===== src/rtl/irqmap_pkg.sv =====
package irqmap_pkg;

   localparam logic [31:0] ID_PATTERN  = 32'h0000_001F;
   localparam int          ID_SHIFT    = 6;
   localparam int          INDEX_SHIFT = 2;

   function automatic logic [31:0] map_default(input int unsigned idx);
      return (ID_PATTERN << ID_SHIFT) | (32'(idx) << INDEX_SHIFT);
   endfunction

endpackage


===== src/rtl/irqmap_decode.sv =====
module irqmap_decode #(
   parameter int ADDR_W = 6,
   parameter int SLOT_W = 3
) (
   input  logic [ADDR_W-1:0] acc_addr,
   input  logic              acc_wr,
   input  logic              acc_rd,
   output logic [SLOT_W-1:0] slot,
   output logic              map_word,
   output logic              map_wr,
   output logic              map_rd
);
   logic unused_byte_lane;

   generate
      if (ADDR_W != SLOT_W + 3) begin : g_bad_width
         $error("irqmap_decode: ADDR_W must equal SLOT_W + 3");
      end
   endgenerate

   assign unused_byte_lane = ^acc_addr[1:0];
   assign slot     = acc_addr[ADDR_W-1:3];
   assign map_word = acc_addr[2];
   assign map_wr   = acc_wr & acc_addr[2];
   assign map_rd   = acc_rd & acc_addr[2];
endmodule


===== src/rtl/irqmap_bank.sv =====
module irqmap_bank
   import irqmap_pkg::*;
#(
   parameter int NUM_GROUPS = 8,
   parameter int DATA_W     = 32,
   parameter int SLOT_W     = 3
) (
   input  logic                  clk,
   input  logic                  rst_n,
   input  logic [SLOT_W-1:0]     slot,
   input  logic                  map_word,
   input  logic                  map_wr,
   input  logic                  acc_rd,
   input  logic [DATA_W-1:0]     acc_wdata,
   output logic [NUM_GROUPS-1:0] grp_en,
   output logic [DATA_W-1:0]     acc_rdata
);
   localparam int LOW_W  = DATA_W - 1;
   localparam int EN_BIT = DATA_W - 1;

   logic [LOW_W-1:0]  low_tab [NUM_GROUPS];
   logic [DATA_W-1:0] rd_word;
   logic              unused_wdata;

   generate
      if (NUM_GROUPS > (1 << SLOT_W)) begin : g_bad_slots
         $error("irqmap_bank: SLOT_W too narrow for NUM_GROUPS");
      end
      for (genvar g = 0; g < NUM_GROUPS; g++) begin : g_low
         assign low_tab[g] = LOW_W'(map_default(g));
      end
   endgenerate

   assign unused_wdata = ^acc_wdata[LOW_W-1:0];

   // enable bits: the only writable state
   always_ff @(posedge clk or negedge rst_n) begin
      if (!rst_n) begin
         grp_en <= '0;
      end else if (map_wr && (int'(slot) < NUM_GROUPS)) begin
         grp_en[slot] <= acc_wdata[EN_BIT];
      end
   end

   always_comb begin
      rd_word = '0;
      if (map_word && (int'(slot) < NUM_GROUPS)) begin
         rd_word = {grp_en[slot], low_tab[slot]};
      end
   end

   always_ff @(posedge clk or negedge rst_n) begin
      if (!rst_n) begin
         acc_rdata <= '0;
      end else if (acc_rd) begin
         acc_rdata <= rd_word;
      end
   end

   // a map-word write lands its bit 31 in the enable of that slot
   a_r3_write_sets_enable: assert property (@(posedge clk) disable iff (!rst_n)
      map_wr |=> (grp_en[$past(slot)] == $past(acc_wdata[EN_BIT])));

   // a cycle without a map-word write leaves every enable unchanged
   a_r4_pad_write_ignored: assert property (@(posedge clk) disable iff (!rst_n)
      !map_wr |=> $stable(grp_en));

   // pad-word reads return zero
   a_r4_pad_read_zero: assert property (@(posedge clk) disable iff (!rst_n)
      (acc_rd && !map_word) |=> (acc_rdata == '0));

   // read data holds when no read strobe is present
   a_r8_read_hold: assert property (@(posedge clk) disable iff (!rst_n)
      !acc_rd |=> $stable(acc_rdata));
endmodule


===== src/rtl/irqmap_gate.sv =====
module irqmap_gate #(
   parameter int NUM_GROUPS      = 8,
   parameter int LINES_PER_GROUP = 4
) (
   input  logic                                  clk,
   input  logic                                  rst_n,
   input  logic [NUM_GROUPS-1:0]                 grp_en,
   input  logic [NUM_GROUPS*LINES_PER_GROUP-1:0] irq_in,
   output logic [NUM_GROUPS*LINES_PER_GROUP-1:0] irq_out
);
   localparam int L = LINES_PER_GROUP;

   generate
      for (genvar g = 0; g < NUM_GROUPS; g++) begin : g_grp
         always_ff @(posedge clk or negedge rst_n) begin
            if (!rst_n) begin
               irq_out[g*L +: L] <= '0;
            end else begin
               irq_out[g*L +: L] <= irq_in[g*L +: L] & {L{grp_en[g]}};
            end
         end

         // a disabled group drives low outputs on the next cycle
         a_r6_disabled_low: assert property (@(posedge clk) disable iff (!rst_n)
            !grp_en[g] |=> (irq_out[g*L +: L] == '0));

         // an enabled group passes its inputs one cycle later
         a_r5_follow_input: assert property (@(posedge clk) disable iff (!rst_n)
            grp_en[g] |=> (irq_out[g*L +: L] == $past(irq_in[g*L +: L])));
      end
   endgenerate
endmodule


===== src/rtl/irq_group_gate.sv =====
module irq_group_gate #(
   parameter int NUM_GROUPS      = 8,
   parameter int LINES_PER_GROUP = 4,
   parameter int DATA_W          = 32,
   parameter int ADDR_W          = 6
) (
   input  logic                                  clk,
   input  logic                                  rst_n,
   input  logic                                  acc_wr,
   input  logic                                  acc_rd,
   input  logic [ADDR_W-1:0]                     acc_addr,
   input  logic [DATA_W-1:0]                     acc_wdata,
   output logic [DATA_W-1:0]                     acc_rdata,
   input  logic [NUM_GROUPS*LINES_PER_GROUP-1:0] irq_in,
   output logic [NUM_GROUPS*LINES_PER_GROUP-1:0] irq_out
);
   localparam int SLOT_W = $clog2(NUM_GROUPS);

   logic [SLOT_W-1:0]     slot;
   logic                  map_word;
   logic                  map_wr;
   logic                  map_rd;
   logic                  unused_map_rd;
   logic [NUM_GROUPS-1:0] grp_en;

   generate
      if (NUM_GROUPS < 2 || (1 << SLOT_W) != NUM_GROUPS) begin : g_bad_groups
         $error("irq_group_gate: NUM_GROUPS must be a power of two, at least 2");
      end
      if (ADDR_W != SLOT_W + 3) begin : g_bad_addr
         $error("irq_group_gate: ADDR_W must cover 8 bytes per group");
      end
      if (DATA_W < 12) begin : g_bad_data
         $error("irq_group_gate: DATA_W too narrow for the id field");
      end
   endgenerate

   assign unused_map_rd = map_rd;

   irqmap_decode #(.ADDR_W(ADDR_W), .SLOT_W(SLOT_W)) u_decode (
      .acc_addr (acc_addr),
      .acc_wr   (acc_wr),
      .acc_rd   (acc_rd),
      .slot     (slot),
      .map_word (map_word),
      .map_wr   (map_wr),
      .map_rd   (map_rd)
   );

   irqmap_bank #(.NUM_GROUPS(NUM_GROUPS), .DATA_W(DATA_W), .SLOT_W(SLOT_W)) u_bank (
      .clk       (clk),
      .rst_n     (rst_n),
      .slot      (slot),
      .map_word  (map_word),
      .map_wr    (map_wr),
      .acc_rd    (acc_rd),
      .acc_wdata (acc_wdata),
      .grp_en    (grp_en),
      .acc_rdata (acc_rdata)
   );

   irqmap_gate #(.NUM_GROUPS(NUM_GROUPS), .LINES_PER_GROUP(LINES_PER_GROUP)) u_gate (
      .clk     (clk),
      .rst_n   (rst_n),
      .grp_en  (grp_en),
      .irq_in  (irq_in),
      .irq_out (irq_out)
   );
endmodule


===== config.mk =====
export PLATFORM = sky130hd
export DESIGN_NAME = irq_group_gate
export DESIGN_NICKNAME = d
export VERILOG_FILES = /design/src/rtl/irqmap_pkg.sv /design/src/rtl/irqmap_decode.sv /design/src/rtl/irqmap_bank.sv /design/src/rtl/irqmap_gate.sv /design/src/rtl/irq_group_gate.sv
export SDC_FILE = /design/constraint.sdc
export NUM_CORES = 1
export LEC_CHECK = 0
export BUFFER_PORTS_ARGS = -buffer_cell sky130_fd_sc_hd__buf_2
export CAP_MARGIN = 20
export CORE_MARGIN = 8
export CORE_UTILIZATION = 34
export CTS_CLUSTER_DIAMETER = 50
export DETAILED_ROUTE_END_ITERATION = 16
export HOLD_SLACK_MARGIN = 0.08
export PLACE_DENSITY_LB_ADDON = 0.05
export SLEW_MARGIN = 20
export SYNTH_ARGS = -nofsm -noshare
export SYNTH_HDL_FRONTEND = slang
export SYNTH_HIERARCHICAL = 1
export SYNTH_SLANG_ARGS = --single-unit

===== constraint.sdc =====
create_clock -name clk -period 1.2 [get_ports clk]
set_input_delay 0.06 -clock clk [delete_from_list [all_inputs] [get_ports clk]]
set_output_delay 0.06 -clock clk [all_outputs]
set_load 0.01 [all_outputs]

# Word-level counts from Yosys, hierarchy flattened
# Memory sizes are Yosys's and may differ from the RTL's.
# Index checks and enable logic that the tools add are counted.
[totals] register_bits=72 latch_bits=0 mem_bits_rw=0 romBits=248 input_bits=74 out_inout_bits=64 elab_cells=33 n_memories=1
[memory_table] name="(name not given)" words=8 word_bits=31 read_ports=1 rd_ports_with_merged_regs=0 write_ports=0 line_no="irqmap_bank.sv:48" rtl="rd_word = {grp_en[slot], low_tab[slot]};"
[op_classes] add_sub_neg=0 multipliers=0 div=0 magnitude_cmp=3 eq_ne=0 shift=0 mux=8 bitwise=10 reduce_logical=1
[op_table] operator="2-to-1 mux 31 bit" count=2
[op_table] operator="bitwise AND 4 bit" count=8
[op_table] operator="2-to-1 mux 32 bit" count=1
[op_table] operator="bitwise mux 8 bit" count=1
[op_table] operator="greater-or-equal comparator 4 bit, second input constant" count=1
[op_table] operator="less-than comparator 3 x 4 -> 1 bit, second input constant" count=1
[op_table] operator="NOT 3 -> 4 bit" count=1
[op_table] operator="binary-select mux 1 bit (select 3 bit)" count=1
[op_table] operator="demux 1 bit (select 3 bit)" count=1
[op_table] operator="greater-or-equal comparator 3 x 1 -> 1 bit, second input constant" count=1
[op_table] operator="2-to-1 mux 1 bit" count=2
[op_table] operator="bitwise AND 1 bit" count=1
[op_table] operator="logical AND 1 bit" count=1

# Longest topological paths before layout
# Gate-level depths: netlist (run 1).
[logic_depth] ltp_word=5 ltp_mapped=5 depth_no_buf=4

# By module
# The synthesis (run 1) kept the hierarchy.
[modules_own_cells] module="irqmap_gate" n_inst=1 cells_each=64 area_each_um2=1001.0 seq_area_each_um2=800.8
[modules_own_cells] module="irqmap_bank" n_inst=1 cells_each=83 area_each_um2=844.6 seq_area_each_um2=325.3
[modules_own_cells] module="irqmap_decode" n_inst=1 cells_each=6 area_each_um2=42.5 seq_area_each_um2=0.0

# Least setup slack after synthesis (run 1)
# No wires, ideal clock.
[synth_path] path_kind="input to register" from="input acc_addr[3]" to="register u_bank.grp_en[2]" setup_ns=0.125 arrival_time_ns=1.023 required_ns=1.075 slack_ns=0.052 stages=5 path_buffers=2 cell_sequence="buf_4 > buf_6 > nand2b_1 > nor3b_1 > mux2_2"
[synth_between] elab_chain_len=5 elab_cells_between_ends=6 cone_classes="order compare: 2; mux: 3; reduce/logical: 1"
[synth_lines] element="start: declaration" line_no="irq_group_gate.sv:11" rtl="input logic [ADDR_W-1:0] acc_addr,"
[synth_lines] element="less-than comparator 3 x 4 -> 1 bit (not written as such) or greater-or-equal comparator 3 x 1 -> 1 bit (tied branches)" line_no="irqmap_bank.sv:41" rtl="grp_en[slot] <= acc_wdata[EN_BIT];"
[synth_lines] element="logical AND 1 bit (not written as such)" line_no="irqmap_bank.sv:41"
[synth_lines] element="2-to-1 mux 1 bit (not written as such)" line_no="irqmap_bank.sv:41"
[synth_lines] element="demux 1 bit (select 3 bit) *"
[synth_lines] element="bitwise mux 8 bit *" line_no="irqmap_bank.sv:41"
[synth_lines] element="end signal: indexed assignment" line_no="irqmap_bank.sv:41"
[synth_lines] element="end: declaration" line_no="irqmap_bank.sv:15" rtl="output logic [NUM_GROUPS-1:0] grp_en,"
# Every way passes the cells marked *; elsewhere a longest branch is shown, timed or not.
# A chain may end at the register's enable or synchronous reset.

# Final worst setup path (run 1)
[layout_path] from="register u_bank.grp_en[7]" to="register u_bank.acc_rdata[31]"
[layout_between] elab_chain_len=3
[layout_lines] element="binary-select mux 1 bit (select 3 bit)" line_no="irqmap_bank.sv:48"
[layout_lines] element="2-to-1 mux 1 bit (not written as such)" line_no="irqmap_bank.sv:48"
[layout_lines] element="2-to-1 mux 32 bit" line_no="irqmap_bank.sv:47" rtl="if (map_word && (int'(slot) < NUM_GROUPS)) begin"
[layout_lines] element="end signal: assignment" line_no="irqmap_bank.sv:56" rtl="acc_rdata <= rd_word;"
[layout_lines] element="end: declaration" line_no="irqmap_bank.sv:16" rtl="output logic [DATA_W-1:0] acc_rdata"
# Every way passes these cells. The select of a mux whose other input is x is not followed.

==> results of run 1 <==
==> worst min-delay path by stage <==
stage	from	endpoint	slack, ns	cells past startpoint
after CTS	acc_addr[2]	u_bank/acc_rdata[2]	0.11	4
after detailed placement	rst_n	u_gate/irq_out[22]	0.05	2
after global placement	rst_n	u_gate/irq_out[22]	0.05	2
after floorplan	rst_n	u_bank/acc_rdata[10]	-0.24	0
final	acc_wdata[31]	u_bank/grp_en[0]	0.12	2
after global routing	acc_wdata[31]	u_bank/grp_en[0]	0.11	2
==> power groups by stage <==
stage	logic (mW)	registers (mW)	clock network [mW]
after global routing	1.02	1.84	1.10
after CTS	0.930	1.82	1.00
after floorplan	0.355	1.96	0
final	0.914	1.81	0.975
after detailed placement	0.843	1.85	0
after global placement	0.823	1.84	0
==> flip-flops by register name (all words and copies together), names as in the netlist <==
register and cells:
u_bank/grp_en 8, u_gate/irq_out 32, u_bank/acc_rdata 5
==> layout make-up <==
class	instances	area, um^2	share of cell area, %
multi-input cells	89	563.0	20.53
clock buffers	6	82.58	3.011
inverters	5	18.77	0.6843
repair buffers	127	848.3	30.93
well taps	72	90.09	3.285
clock inverters	2	13.76	0.5018
flip-flops and latches	45	1126	41.06
==> layer usage <==
layer / routed length, um / share of wire (%) / vias to the layer above
met5: 0 / 0 / -
met4: 48 / 1.0 / 0
met3: 444 / 9.7 / 6
met2: 2345 / 51 / 58
met1: 1748 / 38 / 633
li1: - / - / 673
==> worst register-to-register path: cells and delay by family (launching register included) <==
family | cells | cell delay (ns)
mux | 2 | 0.56
compound gates | 1 | 0.12
flops | 1 | 0.37
==> placed cells by master, fill, tap and decap left out, types with 2 or more instances in the layout <==
cell	instances
conb_1	23
dfrtp_1	45
and2_1	33
nand4b_1	2
o21ai_0	4
nor3_1	2
dlygate4sd3_1	34
buf_2	81
clkbuf_8	6
buf_4	11
nor3b_1	2
nand2_1	3
mux2i_1	4
inv_1	5
nand3_1	3
mux2_2	8
==> stage by stage <==
step	hold slack, ns	std cells
6_report	0.1182	346
4_1_cts	0.1138	346
5_1_grt	0.1087	346
3_3_place_gp	0.05178	304
2_1_floorplan	-0.2356	174
3_5_place_dp	0.05466	304
==> timing repair <==
item | 4_1_cts | 5_1_grt
endpoints found under the hold margin | 81 | 0
hold buffers | 34 | 0
setup endpoints to repair | 0 | 0
==> results.ini, run 1 <==
[power_and_ir_drop]
overall_power_mw=3.703
pwr_dens_nw_per_um2=1350
p_clk_share_pct=26.3
netSwitchingPower_mw=1.013
vdd.ir_drop.worst_uv=696.1
leakage_nw=1.467
sw_frac_of_total_pct=27.36
comb_power_share_pct=24.7
seq_power_share_pct=49.0
cellInternalPower_mw=2.690

[routing]
drtIter0Drc=28
drt-wirelength-per-cell_um=13.25
via_count=1370
route.detailed.drc=0
postRouteWirelength_um=4586
vias_per_cell=3.960
total_iterations_of_the_first_detailed_routing_run=3
count_of_antenna_violating_nets_left_after_detailed_routing=0

[grt]
globalRouteMet2Util_pct=20.12
grt_max_degree=46
globalRouteTotalUtil_pct=11.57
via_count_of_the_first_global_routing_pass=1587
grt.met3_usage_pct=5.902
grt_overflow=0
grt_pass1_wl_um=7741
met1_usage_pct=12.05
grt_antenna_before_repair=0
most_congested_layer_reported_by_global_routing=met2

[timing]
worst_slack_ns=0.08906
share_of_the_clock_period_used_by_the_worst_path_after_layout_pct=92.58
setup-violations-final=0
fin_tns_setup_ns=0
finalHoldViolations=0
achievable-frequency_mhz=900.1
skew_ns=0.004532
rsz0062_at_grt=false
finalMaxSlewViolations=0
min_period_ns=1.111

[cells_and_area]
finalCoreUtilization_pct=50.43
fill_cells=480
total_nets_final=347
post-route-cell-area_um2=2743
diodes=0
flow.area_growth_from_synthesis_pct=45.74
post_route_cells_drive_above_1_share_pct=40.51

[synth]
synthesis.yosys.warnings=6
postSynthCellCount=152
synth.avg_cell_area_um2=12.38
synthesis.area_um2=1882

[clock_tree]
path_clk_slew_ns=0.08
worstSkewPairLatency_ns=0.29
clock_sink_count=45
cts_repair_resize_count=0
ctsRootBufferMaster=clkbuf_8
cts.path.max_buffers=2
clock_tree.htree_level_count=2
cts-buffers-inserted=5
cts_tree=built
post-cts-setup-buffers=0

[run]
cap_violations=0

[outcome]
outcome=finished clean

[place]
place_worst_setup_slack_ns=0.01671
placed_area_um2=2306
post-dp-hpwl_um=3392
gp_congestion=0.7600
port_buffers=81

[setup_path]
timing.critical_path.cells=mux2i_1, mux4_2, o22ai_2
crit_fanout=2
timing.critical_path.slowest_cell_delay_ns=0.49
crit_buf_inv=0
r2r_end=u_bank/acc_rdata[31]
cp_num_cells=3
critPathTopFamily=multiplexers
regToRegStartpoint=u_bank/grp_en[7]
worst_setup_path_endpoint=u_bank/acc_rdata[31]
ff2ff_setup_slack_ns=0.09
path_class=reg -> reg
worst_r2r_path_depth=3
critical_path.endpoint_type=register
cp.arrival_ns=1.34
cp-startpoint=u_bank/grp_en[7]
slowest_stage=mux4_2
worstPathRequired_ns=1.43
critical_path_launch_point_type=register

[floorplanning]
die_width_um=90.40
i_o_pin_cnt=138
rows=27
die_height_um=90.40
design.core.area_um2=5439
die_area_um2=8171
starting_density_of_the_core_pct=34.60

[hold_path]
worstHoldPathType=in -> reg

Note: power is estimated with default switching activity, not from simulation.
==> inputs of run 2 (changes only) <==
- CTS_BUF_LIST: default -> sky130_fd_sc_hd__clkbuf_16
- PLACE_DENSITY: default -> 0.7
- PLACE_DENSITY_LB_ADDON: 0.05 -> default
- SYNTH_HIERARCHICAL: 1 -> default
==> run 2 against run 1 <==
First-iteration DRC count shrank 3.6%. Final cell count shrank 0.87%. Flip-flop and latch count is the same. Via count shrank 0.51%. Clock skew shrank 0.0013 ns. Register-to-register slack gained 0.03 ns. Highest routed layer unchanged.
==> results.ini, run 2 <==
[synth]
netlist.area_leader.share_pct=61.35
main_area_contributors_after_synthesis=dfrtp_1, buf_4, and2_1
synth.avg_cell_area_um2=12.49  ; +0.86%
yosysMostFrequentCell=dfrtp_1
synthesis.yosys.warnings=0  ; -6
synth_cell_types=17
ys_dominant_reg_cell=dfrtp_1
synth_register_bits=45
postSynthCellCount=147  ; -3.3%
synth.largest_area_cell=dfrtp_1
synthesis.area_um2=1836  ; -2.5%
ys_seq_area_share_pct=61.35
number_of_enable_flip_flop_cells_after_synthesis=0
asyncSetResetFlopFracSynth_pct=100.0
synth.cells.most_frequent=dfrtp_1, and2_1, buf_4, mux2_2, nor2_1

[setup_path]
worst_r2r_path_depth=3  ; unchanged
critPathTopFamily=multiplexers
ff2ff_setup_slack_ns=0.12  ; +0.03 ns
critical_path_launch_point_type=register
path_class=reg -> reg
timing.critical_path.slowest_cell_delay_ns=0.47  ; -0.02 ns
r2r_end=u_bank.acc_rdata[31]
crit_buf_inv=0  ; unchanged
cp-startpoint=u_bank.grp_en[2]
timing.critical_path.cells=mux2i_1, mux4_2, o22ai_2
critical_path.endpoint_type=register
cp.arrival_ns=1.28  ; -0.06 ns
slowest_stage=mux4_2
worstPathRequired_ns=1.40  ; -0.03 ns
worst_setup_path_endpoint=u_bank.acc_rdata[31]
crit_fanout=2  ; unchanged
cp_num_cells=3  ; unchanged
regToRegStartpoint=u_bank.grp_en[2]

[place]
port_buffers=81  ; unchanged
placed_cells=301  ; -0.99%
placed_area_um2=2277  ; -1.2%
gp_congestion=0.7040  ; -7.4%
post-dp-hpwl_um=3347  ; -1.3%

[floorplanning]
rows=26  ; -3.7%
die_height_um=89.48  ; -1.0%
die_area_um2=8006  ; -2.0%
die_width_um=89.48  ; -1.0%
design.core.area_um2=5172  ; -4.9%
i_o_pin_cnt=138  ; unchanged
starting_density_of_the_core_pct=35.49  ; +0.89 points

[power_and_ir_drop]
comb_power_share_pct=22.7  ; -2.0 points
pwr_dens_nw_per_um2=1442  ; +6.8%
netSwitchingPower_mw=0.9992  ; -1.4%
cellInternalPower_mw=2.976  ; +11%
leakage_nw=1.483  ; +1.1%
sw_frac_of_total_pct=25.14  ; -2.2 points
p_clk_share_pct=31.5  ; +5.2 points
vdd.ir_drop.worst_uv=580.3  ; -17%
overall_power_mw=3.975  ; +7.3%
seq_power_share_pct=45.8  ; -3.2 points

[routing]
drtIter0Drc=27  ; -3.6%
via_count=1363  ; -0.51%
route.detailed.drc=0  ; unchanged
vias_per_cell=3.974  ; +0.36%
count_of_antenna_violating_nets_left_after_detailed_routing=0  ; unchanged
total_iterations_of_the_first_detailed_routing_run=4  ; +1
postRouteWirelength_um=4488  ; -2.1%
drt-wirelength-per-cell_um=13.08  ; -1.3%

[clock_tree]
cts_tree=built
cts-buffers-inserted=5  ; unchanged
path_clk_slew_ns=0.06  ; -0.02 ns
cts.path.max_buffers=2  ; unchanged
clock_tree.htree_level_count=2  ; unchanged
worstSkewPairLatency_ns=0.28  ; about the same
ctsRootBufferMaster=clkbuf_16
clock_sink_count=45  ; unchanged

[grt]
via_count_of_the_first_global_routing_pass=1565  ; -1.4%
grt_pass1_wl_um=7120  ; -8.0%
globalRouteTotalUtil_pct=11.78  ; +0.21 points
grt_max_degree=31  ; -33%
grt_overflow=0  ; unchanged
grt_antenna_before_repair=0  ; unchanged

[cells_and_area]
post_route_cells_drive_above_1_share_pct=39.56  ; -0.95 points
register_name_with_the_most_flops=u_gate.irq_out
mostFrequentLayoutCells=buf_2, dfrtp_1, dlygate4sd3_1
flow.area_growth_from_synthesis_pct=50.17
most_common_cell_after_layout_fill_and_taps_aside=buf_2
post_layout_nonfiller_instances=343  ; -0.87%
post-route-cell-area_um2=2756  ; +0.50%
total_nets_final=346  ; -0.29%
diodes=0  ; unchanged
fill_cells=448  ; -6.7%
largest_register_ff_count=32  ; unchanged
seq_area_um2=1126  ; unchanged
combined_area_of_the_multi_input_logic_cells_um2=551.8  ; -2.0%
largest_registers=u_gate.irq_out: 32 flops, u_bank.grp_en: 8 flops, u_bank.acc_rdata: 5 flops

[timing]
setup-violations-final=0  ; unchanged
achievable-frequency_mhz=924.8  ; +2.7%
fin_tns_setup_ns=0  ; unchanged
skew_ns=0.003254  ; -0.001278 ns
min_period_ns=1.081  ; -0.02963 ns
finalMaxSlewViolations=0  ; unchanged
share_of_the_clock_period_used_by_the_worst_path_after_layout_pct=90.11  ; -2.5 points
finalHoldViolations=0  ; unchanged
rsz0062_at_grt=false

[hold_path]
min_path_cells=3  ; +1
worstHoldPathType=in -> reg

[outcome]
outcome=finished clean

[run]
cap_violations=0  ; unchanged

## run 2: worst min path at each step
stage	from	endpoint	slack, ns
finish	acc_addr[2]	u_bank.acc_rdata[3]	0.09
global route	acc_addr[2]	u_bank.acc_rdata[3]	0.11
CTS	acc_addr[2]	u_bank.acc_rdata[2]	0.09
detailed placement	rst_n	u_gate.irq_out[1]	0.006
global placement	rst_n	u_gate.irq_out[2]	-0.001
floorplan	rst_n	u_bank.acc_rdata[10]	-0.24
## run 2: kinds of logic after synthesis
| family | after synthesis | synth area share (%) |
|---|---|---|
| AND/OR/NAND/NOR | 49 | 15.27 |
| flip-flops | 45 | 61.35 |
| buffers and inverters | 34 | 13.09 |
| multiplexers | 13 | 8.316 |
| AO/OA/AOI/OAI | 5 | 1.772 |
| other | 1 | 0.2043 |
## run 2: power by group through the flow
stage / Clock [mW] / Combinational, mW / Sequential [mW]
6_report: 1.25 / 0.904 / 1.82
3_5_place_dp: 0 / 0.836 / 1.84
2_1_floorplan: 0 / 0.336 / 1.96
4_1_cts: 1.31 / 0.923 / 1.82
5_1_grt: 1.38 / 1.01 / 1.85
3_3_place_gp: 0 / 0.822 / 1.84
## run 2: layout make-up
type,instances,share of cell area [%]
Timing Repair Buffer,125,30.23
Multi-Input combinational cell,90,20.02
Inverter,5,0.6809
Sequential cell,45,40.85
Clock inverter,3,0.4993
Clock buffer,5,4.539
Tap cell,70,3.177
## run 2: routing by layer
metal	vias to the layer above	GRT usage (%)	routed length, um
li1	665	-	-
met1	624	12.51	1732
met2	68	21.28	2263
met3	6	4.136	443
met4	0	3.625	48
met5	-	0	0
## run 2: timing repair
action	CTS	global route
hold buffers	34	0
gates resized for setup	0	0
hold endpoints to repair	78	0
buffers inserted	0	0
## run 2: tightest hold or removal path: cells and delay by family
family	cells	cell delay [ns]
buf+inv	1	0.13
compound gates	1	0.07
simple gates	1	0.06
## run 2: stage by stage
step	util (%)	setup slack (ns)	hold slack, ns
floorplan	-	0.1433	-0.2356
global placement	44.03	0.08758	-0.001236
detailed placement	44.03	0.07253	0.006460
CTS	53.29	0.1063	0.09274
global route	53.29	0.05766	0.1079
finish	53.29	0.1187	0.09494
==> inputs of run 3 (changes only) <==
- ABC_AREA: default -> 1
- PLACE_DENSITY: 0.7 -> 0.69
==> run 3 against run 2 <==
Sequential power increased by 2%. Final cell count increased by 15%. Global-route usage increased by 0.31 points. First-iteration DRC count increased by 89%. Synthesized cell count increased by 36%. Critical path type is now in -> reg. Non-clock buffer count decreased by 4. Hold slack about the same. Largest cell class unchanged. Register-to-register slack improved by 0.08 ns. Clock skew decreased by 0.00066 ns. Critical path depth increased by 3. Via count increased by 17%.
==> results.ini, run 3 <==
[timing]
share_of_the_clock_period_used_by_the_worst_path_after_layout_pct=86.13  ; -4.0 points
rsz0062_at_grt=false
finalHoldViolations=0  ; unchanged
fin_tns_setup_ns=0  ; unchanged
min_period_ns=1.034  ; -0.04777 ns
finalMaxSlewViolations=0  ; unchanged
setup-violations-final=0  ; unchanged
achievable-frequency_mhz=967.5  ; +4.6%
skew_ns=0.002595  ; -0.0006592 ns

[synth]
synth.cells.most_frequent=nand2_1, dfrtp_1, inv_1, buf_4
synth_area_in_compound_gates_pct=5.926  ; +4.2 points
postSynthCellCount=200  ; +36%
synth_register_bits=45  ; unchanged
synth.largest_area_cell=dfrtp_1
main_area_contributors_after_synthesis=dfrtp_1, buf_4, nand2_1
number_of_enable_flip_flop_cells_after_synthesis=0  ; unchanged
synth_top_family_by_area=buffers and inverters
synthesis.yosys.warnings=0  ; unchanged
synth_fa_ha_area_share_pct=0  ; unchanged
synthesis.area_um2=1858  ; +1.2%
yosysMostFrequentCell=nand2_1
ys_seq_area_share_pct=60.61  ; -0.74 points
asyncSetResetFlopFracSynth_pct=100.0  ; unchanged
synth_cell_types=14  ; -3
synth_xor_xnor_area_share_pct=0  ; unchanged
netlist.area_leader.share_pct=60.61  ; -0.74 points
ys_dominant_reg_cell=dfrtp_1
synth-simple-area-share_pct=13.27  ; -2.0 points
synth.avg_cell_area_um2=9.290  ; -26%
muxShareOfSynthArea_pct=0  ; -8.3 points

[setup_path]
timing.critical_path.slowest_cell_delay_ns=0.51  ; +0.04 ns
regToRegStartpoint=u_bank.grp_en[3]
slowest_stage=dlygate4sd3_1
worst_r2r_path_depth=6  ; +3
worstPathRequired_ns=1.39  ; about the same
critical_path_launch_point_type=primary input
crit_fanout=8  ; +6
path_class=in -> reg
critical_path.endpoint_type=register
timing.critical_path.cells=dlygate4sd3_1, buf_2, nand2_2, nor2_4, a21oi_1, a31oi_1
cp.arrival_ns=1.22  ; -0.06 ns
ff2ff_setup_slack_ns=0.20  ; +0.08 ns
cp-startpoint=acc_addr[2]

[routing]
vias_per_cell=4.023  ; +1.2%
drtIter0Drc=51  ; +89%
via_count=1589  ; +17%
drt-wirelength-per-cell_um=11.90  ; -9.1%
count_of_antenna_violating_nets_left_after_detailed_routing=0  ; unchanged
postRouteWirelength_um=4700  ; +4.7%
route.detailed.drc=0  ; unchanged
total_iterations_of_the_first_detailed_routing_run=4  ; unchanged

[grt]
globalRouteMet2Util_pct=21.29  ; about the same
grt_pass1_wl_um=8128  ; +14%
met1_usage_pct=12.94  ; +0.43 points
grt_overflow=0  ; unchanged
grt_max_degree=46  ; +48%
grt_antenna_before_repair=0  ; unchanged
grt.met3_usage_pct=4.323  ; +0.19 points
most_congested_layer_reported_by_global_routing=met2
globalRouteTotalUtil_pct=12.09  ; +0.31 points
via_count_of_the_first_global_routing_pass=1764  ; +13%

[power_and_ir_drop]
vdd.ir_drop.worst_uv=566.5  ; -2.4%
p_clk_share_pct=30.8  ; -0.7 points
pwr_dens_nw_per_um2=1441  ; about the same
seq_power_share_pct=46.4  ; +0.6 points
sw_frac_of_total_pct=27.40  ; +2.3 points
leakage_nw=1.736  ; +17%
netSwitchingPower_mw=1.095  ; +9.6%
cellInternalPower_mw=2.900  ; -2.5%
comb_power_share_pct=22.8  ; about the same

[clock_tree]
ctsRootBufferMaster=clkbuf_16
cts-buffers-inserted=5  ; unchanged
cts_tree=built
worstSkewPairLatency_ns=0.27  ; about the same
cts.path.max_buffers=2  ; unchanged
clock_tree.htree_level_count=2  ; unchanged
post-cts-setup-buffers=0  ; unchanged
path_clk_slew_ns=0.06  ; about the same
clock_sink_count=45  ; unchanged

[cells_and_area]
diodes=0  ; unchanged
flow.area_growth_from_synthesis_pct=49.16
register_name_with_the_most_flops=u_gate.irq_out
post_layout_nonfiller_instances=395  ; +15%
total_nets_final=397  ; +15%
mostFrequentLayoutCells=buf_2, nand2_1, inv_1, dfrtp_1, dlygate4sd3_1
fill_cells=510  ; +14%
most_common_cell_after_layout_fill_and_taps_aside=buf_2
largest_register_ff_count=32  ; unchanged
post_route_cells_drive_above_1_share_pct=29.72  ; -9.8 points
seq_area_um2=1126  ; unchanged
largest_registers=u_gate.irq_out: 32 flops, u_bank.grp_en: 8 flops, u_bank.acc_rdata: 5 flops
finalCoreUtilization_pct=51.27  ; -2.0 points
combined_area_of_the_multi_input_logic_cells_um2=450.4  ; -18%

[hold_path]
worstHoldPathType=in -> reg
min-delay-start=acc_rd
min_path_cells=4  ; +1

[outcome]
outcome=finished clean

[floorplanning]
rows=27  ; +3.8%
die_width_um=89.93  ; +0.50%
die_area_um2=8087  ; +1.0%
starting_density_of_the_core_pct=34.38  ; -1.1 points
i_o_pin_cnt=138  ; unchanged
die_height_um=89.93  ; +0.50%
design.core.area_um2=5405  ; +4.5%

[place]
placed_cells=354  ; +18%
gp_congestion=0.8342  ; +18%
port_buffers=81  ; unchanged
post-dp-hpwl_um=3295  ; -1.5%

[run]
cap_violations=0  ; unchanged

==> run 3: final timing paths <==
check / end
setup / recovery: u_bank.grp_en[7]
hold / removal: u_bank.acc_rdata[10]
setup reg to reg: u_bank.acc_rdata[31]
hold reg to reg: u_bank.acc_rdata[2]
max in group asynchronous: u_bank.grp_en[3]
min in group asynchronous: u_gate.irq_out[12]
==> run 3: layer usage <==
layer  part of all wire [%]  vias to the layer above
met5                      0                        -
met1                     41                      737
li1                       -                      784
met3                    7.3                        2
met4                   0.85                        0
met2                     51                       66
==> run 3: stage by stage <==
step | total power, mW | setup WS [ns] | hold WS, ns | cell area (um^2)
after CTS | 4.048 | 0.07734 | 0.08103 | 2764
after detailed placement | 2.707 | 0.2078 | 0.06300 | 2291
after global routing | 4.265 | 0.06248 | 0.1142 | 2771
after floorplan | 2.339 | 0.3138 | -0.2356 | 1941
final | 3.995 | 0.1665 | 0.09476 | 2771
after global placement | 2.680 | 0.2217 | 0.05655 | 2291
==> run 3: area by class of cell <==
type | instances | area share, %
Sequential cell | 45 | 40.63
Timing Repair Buffer | 121 | 28.98
Multi-Input combinational cell | 105 | 16.25
Inverter | 45 | 6.095
Clock buffer | 5 | 4.515
Tap cell | 72 | 3.251
Clock inverter | 2 | 0.2709
==> run 3: repair_timing <==
action	4_1_cts	5_1_grt
hold buffers	34	0
setup endpoints to repair	0	4
endpoints found under the hold margin	78	0
resized for setup	0	2
==> run 3: power by group through the flow <==
stage / clock, mW / combinational (mW) / sequential (mW)
floorplan: 0 / 0.349 / 1.99
global placement: 0 / 0.808 / 1.87
detailed placement: 0 / 0.829 / 1.88
CTS: 1.28 / 0.918 / 1.85
global route: 1.35 / 1.04 / 1.88
finish: 1.23 / 0.910 / 1.86
==> run 3: logic make-up (layout without fill, tap and decap cells) <==
| kind of cell | count (synthesis) | count (layout) |
|---|---|---|
| compound gates | 20 | 20 |
| simple gates | 62 | 62 |
| other cells | 1 | 23 |
| flops | 45 | 45 |
| buf+inv | 72 | 173 |
==> run 3: critical path: cells and delay by family <==
| family | cells | cell delay, ns |
|---|---|---|
| simple gates | 2 | 0.29 |
| compound gates | 2 | 0.26 |
| buf+inv | 2 | 0.62 |
